===== config.mk =====
export PLATFORM = sky130hd
export DESIGN_NAME = wide_mult36
export DESIGN_NICKNAME = d
export VERILOG_FILES = /design/src/rtl/mul36_pkg.sv /design/src/rtl/sub_mult.sv /design/src/rtl/mult_ctrl.sv /design/src/rtl/mult_datapath.sv /design/src/rtl/wide_mult36.sv
export SDC_FILE = /design/constraint.sdc
export NUM_CORES = 2
export LEC_CHECK = 0
export BUFFER_PORTS_ARGS = -buffer_cell sky130_fd_sc_hd__buf_2
export CORE_ASPECT_RATIO = 0.6
export CORE_MARGIN = 3
export CORE_UTILIZATION = 66
export CTS_CLUSTER_SIZE = 14
export DETAILED_ROUTE_END_ITERATION = 10
export PLACE_DENSITY_LB_ADDON = 0.12
export SYNTH_ARGS = -nofsm -noshare
export SYNTH_HDL_FRONTEND = slang
export SYNTH_SLANG_ARGS = --single-unit

===== constraint.sdc =====
create_clock -name clk -period 10.8 [get_ports clk]
set_input_delay 1.08 -clock clk [delete_from_list [all_inputs] [get_ports clk]]
set_output_delay 1.08 -clock clk [all_outputs]
set_load 0.02 [all_outputs]

===== src/rtl/mul36_pkg.sv =====
`timescale 1ns/1ps
package mul36_pkg;

  // strobes from the control to the datapath
  typedef struct packed {
    logic loadMid;   // capture sub-products into the middle stage
    logic loadOut;   // capture the weighted sum into the output stage
  } stageStrobe_t;

  localparam int NUM_PP = 4;

endpackage


===== src/rtl/sub_mult.sv =====
`timescale 1ns/1ps
module sub_mult #(
  parameter int HALF_W = 18
) (
  input  logic [HALF_W-1:0]     x,
  input  logic [HALF_W-1:0]     y,
  input  logic                  xSigned,
  input  logic                  ySigned,
  output logic [2*HALF_W+1:0]   prod
);

  // one extra bit per side lets unsigned halves sit in a signed multiply
  logic signed [HALF_W:0]     xExt;
  logic signed [HALF_W:0]     yExt;
  logic signed [2*HALF_W+1:0] prodS;

  assign xExt  = {xSigned & x[HALF_W-1], x};
  assign yExt  = {ySigned & y[HALF_W-1], y};
  assign prodS = xExt * yExt;
  assign prod  = prodS;

endmodule


===== src/rtl/mult_ctrl.sv =====
`timescale 1ns/1ps
module mult_ctrl
  import mul36_pkg::*;
#(
  parameter bit MID_REG = 1'b1
) (
  input  logic         clk,
  input  logic         rstN,
  input  logic         clkEn,
  input  logic         inValid,
  output stageStrobe_t strobe,
  output logic         outValid
);

  generate
    if (MID_REG) begin : g_twoStage
      logic midValid;

      always_ff @(posedge clk) begin
        if (!rstN) begin
          midValid <= 1'b0;
          outValid <= 1'b0;
        end else if (clkEn) begin
          midValid <= inValid;
          outValid <= midValid;
        end
      end

      always_comb begin
        strobe.loadMid = clkEn & inValid;
        strobe.loadOut = clkEn & midValid;
      end
    end else begin : g_oneStage
      always_ff @(posedge clk) begin
        if (!rstN) begin
          outValid <= 1'b0;
        end else if (clkEn) begin
          outValid <= inValid;
        end
      end

      always_comb begin
        strobe.loadMid = 1'b0;
        strobe.loadOut = clkEn & inValid;
      end
    end
  endgenerate

  AST_VALID_RISES_ON_EN: assert property (@(posedge clk) disable iff (!rstN)
    $rose(outValid) |-> $past(clkEn));

  AST_STALL_KEEPS_VALID: assert property (@(posedge clk) disable iff (!rstN)
    !$past(clkEn) |-> $stable(outValid));

endmodule


===== src/rtl/mult_datapath.sv =====
`timescale 1ns/1ps
module mult_datapath
  import mul36_pkg::*;
#(
  parameter int HALF_W  = 18,
  parameter bit MID_REG = 1'b1
) (
  input  logic                clk,
  input  logic                rstN,
  input  stageStrobe_t        strobe,
  input  logic [2*HALF_W-1:0] opA,
  input  logic [2*HALF_W-1:0] opB,
  input  logic                aSigned,
  input  logic                bSigned,
  output logic [4*HALF_W-1:0] product
);

  localparam int OP_W  = 2 * HALF_W;
  localparam int RES_W = 2 * OP_W;
  localparam int PP_W  = 2 * HALF_W + 2;

  logic [NUM_PP-1:0][PP_W-1:0]  ppNow;
  logic [NUM_PP-1:0][PP_W-1:0]  ppUse;
  logic [NUM_PP-1:0][RES_W-1:0] term;
  logic [RES_W-1:0]             sum;

  // sideband describing the expected result, carried for the checks
  logic negNow, nzNow, anySgnNow;
  logic negUse, nzUse, anySgnUse;
  logic outNeg, outNz, outAnySgn;

  assign negNow    = (aSigned & opA[OP_W-1]) ^ (bSigned & opB[OP_W-1]);
  assign nzNow     = (|opA) & (|opB);
  assign anySgnNow = aSigned | bSigned;

  // k[1] picks the half of A, k[0] the half of B
  generate
    for (genvar k = 0; k < NUM_PP; k++) begin : g_pp
      localparam int A_HI  = k / 2;
      localparam int B_HI  = k % 2;
      localparam int SHIFT = (A_HI + B_HI) * HALF_W;

      logic [HALF_W-1:0] xHalf;
      logic [HALF_W-1:0] yHalf;
      logic              xSgn;
      logic              ySgn;

      if (A_HI == 1) begin : g_aHi
        assign xHalf = opA[OP_W-1:HALF_W];
        assign xSgn  = aSigned;
      end else begin : g_aLo
        assign xHalf = opA[HALF_W-1:0];
        assign xSgn  = 1'b0;
      end

      if (B_HI == 1) begin : g_bHi
        assign yHalf = opB[OP_W-1:HALF_W];
        assign ySgn  = bSigned;
      end else begin : g_bLo
        assign yHalf = opB[HALF_W-1:0];
        assign ySgn  = 1'b0;
      end

      sub_mult #(.HALF_W(HALF_W)) u_sub (
        .x       (xHalf),
        .y       (yHalf),
        .xSigned (xSgn),
        .ySigned (ySgn),
        .prod    (ppNow[k])
      );

      assign term[k] = RES_W'($signed(ppUse[k])) << SHIFT;
    end
  endgenerate

  generate
    if (MID_REG) begin : g_midReg
      logic [NUM_PP-1:0][PP_W-1:0] ppMid;
      logic negMid, nzMid, anySgnMid;

      always_ff @(posedge clk) begin
        if (!rstN) begin
          ppMid     <= '0;
          negMid    <= 1'b0;
          nzMid     <= 1'b0;
          anySgnMid <= 1'b0;
        end else if (strobe.loadMid) begin
          ppMid     <= ppNow;
          negMid    <= negNow;
          nzMid     <= nzNow;
          anySgnMid <= anySgnNow;
        end
      end

      assign ppUse     = ppMid;
      assign negUse    = negMid;
      assign nzUse     = nzMid;
      assign anySgnUse = anySgnMid;
    end else begin : g_noMid
      logic unusedMid;
      assign unusedMid = strobe.loadMid;
      assign ppUse     = ppNow;
      assign negUse    = negNow;
      assign nzUse     = nzNow;
      assign anySgnUse = anySgnNow;
    end
  endgenerate

  always_comb begin
    sum = '0;
    for (int k = 0; k < NUM_PP; k++) begin
      sum = sum + term[k];
    end
  end

  always_ff @(posedge clk) begin
    if (!rstN) begin
      product   <= '0;
      outNeg    <= 1'b0;
      outNz     <= 1'b0;
      outAnySgn <= 1'b0;
    end else if (strobe.loadOut) begin
      product   <= sum;
      outNeg    <= negUse;
      outNz     <= nzUse;
      outAnySgn <= anySgnUse;
    end
  end

  AST_PRODUCT_HOLDS: assert property (@(posedge clk) disable iff (!rstN)
    !$past(strobe.loadOut) |-> $stable(product));

  AST_RESULT_SIGN: assert property (@(posedge clk) disable iff (!rstN)
    (outNz && outAnySgn) |-> (product[RES_W-1] == outNeg));

  AST_ZERO_OPERAND: assert property (@(posedge clk) disable iff (!rstN)
    !outNz |-> (product == '0));

endmodule


===== src/rtl/wide_mult36.sv =====
`timescale 1ns/1ps
module wide_mult36
  import mul36_pkg::*;
#(
  parameter int HALF_W  = 18,
  parameter bit MID_REG = 1'b1
) (
  input  logic                clk,
  input  logic                rstN,
  input  logic                clkEn,
  input  logic                inValid,
  input  logic [2*HALF_W-1:0] opA,
  input  logic [2*HALF_W-1:0] opB,
  input  logic                aSigned,
  input  logic                bSigned,
  output logic                outValid,
  output logic [4*HALF_W-1:0] product
);

  stageStrobe_t strobe;

  mult_ctrl #(.MID_REG(MID_REG)) u_ctrl (
    .clk      (clk),
    .rstN     (rstN),
    .clkEn    (clkEn),
    .inValid  (inValid),
    .strobe   (strobe),
    .outValid (outValid)
  );

  mult_datapath #(.HALF_W(HALF_W), .MID_REG(MID_REG)) u_dp (
    .clk     (clk),
    .rstN    (rstN),
    .strobe  (strobe),
    .opA     (opA),
    .opB     (opB),
    .aSigned (aSigned),
    .bSigned (bSigned),
    .product (product)
  );

endmodule


== Word level (Yosys, flattened, before mapping) ==
Index checks and enable logic that the tools add are counted.

* Output and inout port bits: 73
* Flip-flop bits (word level): 222
* Bits of input ports: 78
* Logic and storage cells: 18

* Add/sub/neg operators: 3
* Multipliers: 4
* Bitwise operators: 4

{| class="wikitable"
|+ Operators with widths
! kind !! count
|-
| $add 72x72->72 || 2
|-
| $mul 19x19->38 || 2
|-
| $add 37x56->57 || 1
|-
| $mul 18x18->36 || 1
|-
| $mul 19x19->36 || 1
|-
| $and 1x1->1 || 4
|}

== Longest topological paths before layout ==
* Word-level depth: 3
* Depth in mapped cells: 29
* Mapped depth without buffers: 25

== By module ==
A second synthesis with hierarchy kept.

* Cells, all modules: 7271
* Area total of the unflattened synthesis: 67222.0 sq um

{| class="wikitable"
|+ Modules (own cells, without submodules)
! module !! area each (sq um) !! times used !! seq. area each (sq um) !! cells each
|-
| sub_mult (u_dp.g_pp[1].u_sub ...) || 13472.9 || 2 || 0.0 || 1481
|-
| sub_mult (u_dp.g_pp[3].u_sub) || 13676.9 || 1 || 0.0 || 1495
|-
| sub_mult (u_dp.g_pp[0].u_sub) || 13554.2 || 1 || 0.0 || 1496
|-
| mult_datapath || 12962.4 || 1 || 4444.3 || 1310
|-
| mult_ctrl || 82.6 || 1 || 40.0 || 8
|}

== Worst setup path before layout ==
OpenSTA, ideal clock, no wires.

* Path kind: input port to flip-flop
* Start point: input opA[35]
* End point: register u_dp.g_midReg.ppMid[108] in the netlist's numbering
* Setup slack: 3.217 ns
* Required time: 10.683 ns
* Stages: 21
* Buffers on the path: 3
* Data arrival time: 7.466 ns
* Library setup time: 0.117 ns
* Cell sequence: clkbuf_1 -> and2_1 -> clkbuf_1 -> clkbuf_1 -> nand2_1 -> fa_1 -> fa_1 -> fa_1 -> inv_1 -> fa_1 -> fa_1 -> fa_1 -> ha_1 -> or3_1 -> a211o_1 -> a21oi_1 -> nor2_1 -> o41ai_2 -> o21bai_1 -> xor2_1 -> a22o_1

* Cells in the longest elaborated chain, start to end: 2

{| class="wikitable"
|+ Ends and longest elaborated chain
! what !! RTL line !! RTL
|-
| start, declared || wide_mult36.sv:12 || <nowiki>input logic [2*HALF_W-1:0] opA,</nowiki>
|-
| $and 1x1->1 || sub_mult.sv:17 || <nowiki>assign xExt = {xSigned & x[HALF_W-1], x};</nowiki>
|-
| $mul 19x19->38 * || sub_mult.sv:19 || <nowiki>assign prodS = xExt * yExt;</nowiki>
|-
| end signal, assigned || mult_datapath.sv:88 || <nowiki>ppMid <= ppNow;</nowiki>
|-
| end, declared || mult_datapath.sv:78 || <nowiki>logic [NUM_PP-1:0][PP_W-1:0] ppMid;</nowiki>
|}

Mark *: on every way between the ends. The rest lies on a longest branch, timed or not.
A chain may end at the register's enable or synchronous reset.

== Worst setup path after layout ==
* Start point: input opB[35]
* End point: register u_dp.g_midReg.ppMid[149] in the netlist's numbering

* Cells in the longest elaborated chain, start to end: 2

{| class="wikitable"
|+ Ends and longest elaborated chain
! what !! RTL line !! RTL
|-
| start, declared || wide_mult36.sv:13 || <nowiki>input logic [2*HALF_W-1:0] opB,</nowiki>
|-
| $and 1x1->1 || - ||
|-
| $mul 19x19->36 * || sub_mult.sv:19 ||
|}

Marks and branches as above.

==> metrics.md <==
| Metric | Value |
|---|---|
| Hold depth | 2 |
| Commonest non-fill, non-tap cell in the layout | inv_1 |
| Gp weighted congestion | 0.928 |
| Hold crit path type | reg -> reg |
| Die ar. | 96300 um2 |
| Gr usage total | 0.357 |
| Data arrival time of the worst path | 8.83 ns |
| Total global routing overflow | 0 |
| Vias per inst | 5.67 |
| Hold Slack | 0.448 ns |
| Post-synthesis register bit count | 222 |
| Post_cts resized | 0 |
| # hold bufs at CTS | 0 |
| Clk sink count | 222 |
| Primary FF master, synth | dfxtp_1 |
| Vias in the first global route | 48700 |
| Core box area | 90700 um2 |
| Synthesized instance count | 7160 |
| Avg WL per Cell | 20.1 um |
| H-Tree Depth | 1 |
| Most frequent cells in the layout | inv_1, fa_1, nand2_1, ha_1, and2_1 |
| CTS Buffer Depth | 3 |
| Die extent in x | 399 um |
| Metal1 wirelength | 71600 um |
| Final core occ | 0.697 |
| Async SR Flop Fraction | 0 |
| Mapped Avg Cell Area | 8.52 um2 |
| Clock-pin transition on the worst setup and hold timing paths | 0.06 ns |
| Normalized max-slew margin | 0.184 |
| Worst EP required | 11.31 ns |
| Initial antenna violation count | 5 |
| Die height | 242 um |
| Met2 WL | 70800 um |
| Reg2Reg Setup Slack | 3.59 ns |
| Skew final | 0.0249 ns |
| Final Cycle Share | 0.770 |
| Syn nets | 9073 |
| Final hold vios | 0 |
| Vias | 46800 |
| Sequential-to-total area share from yosys stat | 0.0728 |
| Unrepaired setup endpoints after global routing | false |
| Routed Antenna Nets | 0 |
| Num CTS Buffers | 24 |
| Max-slew violations | 0 |
| Max-cap violations | 0 |
| Pre-antenna DRT Iters | 7 |
| Distinct cell type count after synthesis | 76 |
| Worst-margin pin slew | 1.22 ns |
| # DRC | 0 |
| Yosys warning count | 0 |
| Mapped cell area | 61000 um2 |
| CP Class | in -> reg |
| CP Capture Type | flop |
| Std cell rows | 85 |
| Reg2reg end | u_dp.product[67] |
| TNS Setup | 0 ns |
| Critical Path Start Type | primary input |
| DR iter-0 viols | 3913 |
| Share of layout cells above drive strength 1 | 0.0422 |
| First-pass GRT wire length | 270000 um |
| Hold Startpoint | u_dp.g_midReg.ppMid[6] |
| Number of synthesized flops with an enable pin | 0 |
| CTS tree | built |
| I/O pin count | 151 |
| Final setup viols | 0 |
| Nets | 8932 |
| Post-layout min period | 8.32 ns |
| Detailed Route WL | 166000 um |
| Fmax | 120 MHz |
| HPWL Detailed | 130000 um |
| Critical path peak fanout | 38 |
| Cells on worst reg2reg path | 24 |
| Uppermost layer routed | met5 |
| Met3 wire length | 17700 um |
| Post CTS Setup Buffer Count | 0 |
| WHS Endpoint | u_dp.product[6] |
| Area delta synth->final | 3.61% |
| Initial Utilization | 0.673 |
| Post-Place Worst Slack | 2.19 ns |
| Setup ws final | 2.48 ns |
| Reg-to-Reg Start | u_dp.g_midReg.ppMid[19] |
| Clock latency on the worst-skew pair | 0.59 ns |
| Root Buffer | clkbuf_16 |
| Status | completed |
| # port buffers | 150 |
| Largest net degree at the start of global routing | 88 |
-- through the flow --
step	cells	cell area, um2
floorplan	7160	61000
global placement	8211	62400
detailed placement	8211	62400
CTS	8253	63200
global route	8253	63200
finish	8256	63200
-- cells in the mapped netlist (all sizes together) (29+ instances only) --
| master | n | area (um2) |
|---|---|---|
| inv | 1632 | 6130 |
| fa | 1268 | 25400 |
| nand2 | 1164 | 4370 |
| ha | 567 | 7090 |
| and2 | 562 | 3520 |
| clkbuf | 372 | 1400 |
| a21oi | 299 | 1500 |
| dfxtp | 222 | 4440 |
| nor2 | 154 | 578 |
| xnor2 | 138 | 1210 |
| o21ai | 136 | 681 |
| a21o | 84 | 631 |
| xor2 | 75 | 657 |
| nand3 | 55 | 275 |
| and3 | 35 | 219 |
| o21bai | 34 | 259 |
| a211oi | 29 | 228 |
-- area by class of cell --
type	instances	area, um2
Tap cell	1218	1520
Multi-Input combinational cell	4926	49100
Antenna cell	3	7.51
Inverter	1632	6130
Clock inverter	11	184
Fill cell	7396	27500
Timing Repair Buffer	213	1220
Clock buffer	31	667
Sequential cell	222	4440
-- worst max path at each step --
stage,from,endpoint,depth (start not counted)
after floorplan,opA[35],u_dp.g_midReg.ppMid[108],21
after global placement,opB[35],u_dp.g_midReg.ppMid[149],24
after detailed placement,opB[35],u_dp.g_midReg.ppMid[149],24
after CTS,opB[35],u_dp.g_midReg.ppMid[149],24
after global routing,opB[35],u_dp.g_midReg.ppMid[149],24
final,opB[35],u_dp.g_midReg.ppMid[149],24
-- flip-flops by register name, summed over array words and instances, names as in the netlist --
signal / flops
u_dp.g_midReg.ppMid: 148
u_ctrl.outValid: 1
u_ctrl.g_twoStage.midValid: 1
u_dp.product: 72
-- per-layer routing --
layer,vias to the layer above,track usage
met2,2094,0.536
met5,-,0
met1,23400,0.521
met4,2,0.108
met3,275,0.0802
li1,21100,-
-- cell families after synthesis --
logic type	after synthesis	synth area share
flip-flops	222	0.0728
buffers and inverters	2012	0.124
adder cells (fa/ha/maj)	1835	0.532
multiplexers	10	0.00166
AO/OA/AOI/OAI	741	0.0760
AND/OR/NAND/NOR	2127	0.163
XOR/XNOR	213	0.0306
-- worst max-delay path, stage by stage --
cell	delay [ns]
buf_2	0.64
nand2_1	0.44
or2_2	0.41
fa_1	0.45
fa_1	0.49
inv_1	0.05
fa_1	0.45
fa_1	0.51
fa_1	0.43
fa_1	0.55
inv_1	0.07
fa_1	0.52
inv_1	0.05
ha_1	0.35
a21oi_1	0.20
o21a_1	0.15
o221ai_1	0.17
nand2_1	0.11
o31ai_1	0.14
o41ai_2	0.47
o2111ai_1	0.23
o211a_1	0.18
or4_1	0.47
a31oi_1	0.18
Power is not shown: default switching activity piles up to over one toggle a cycle in this logic, so the estimate is an artifact.
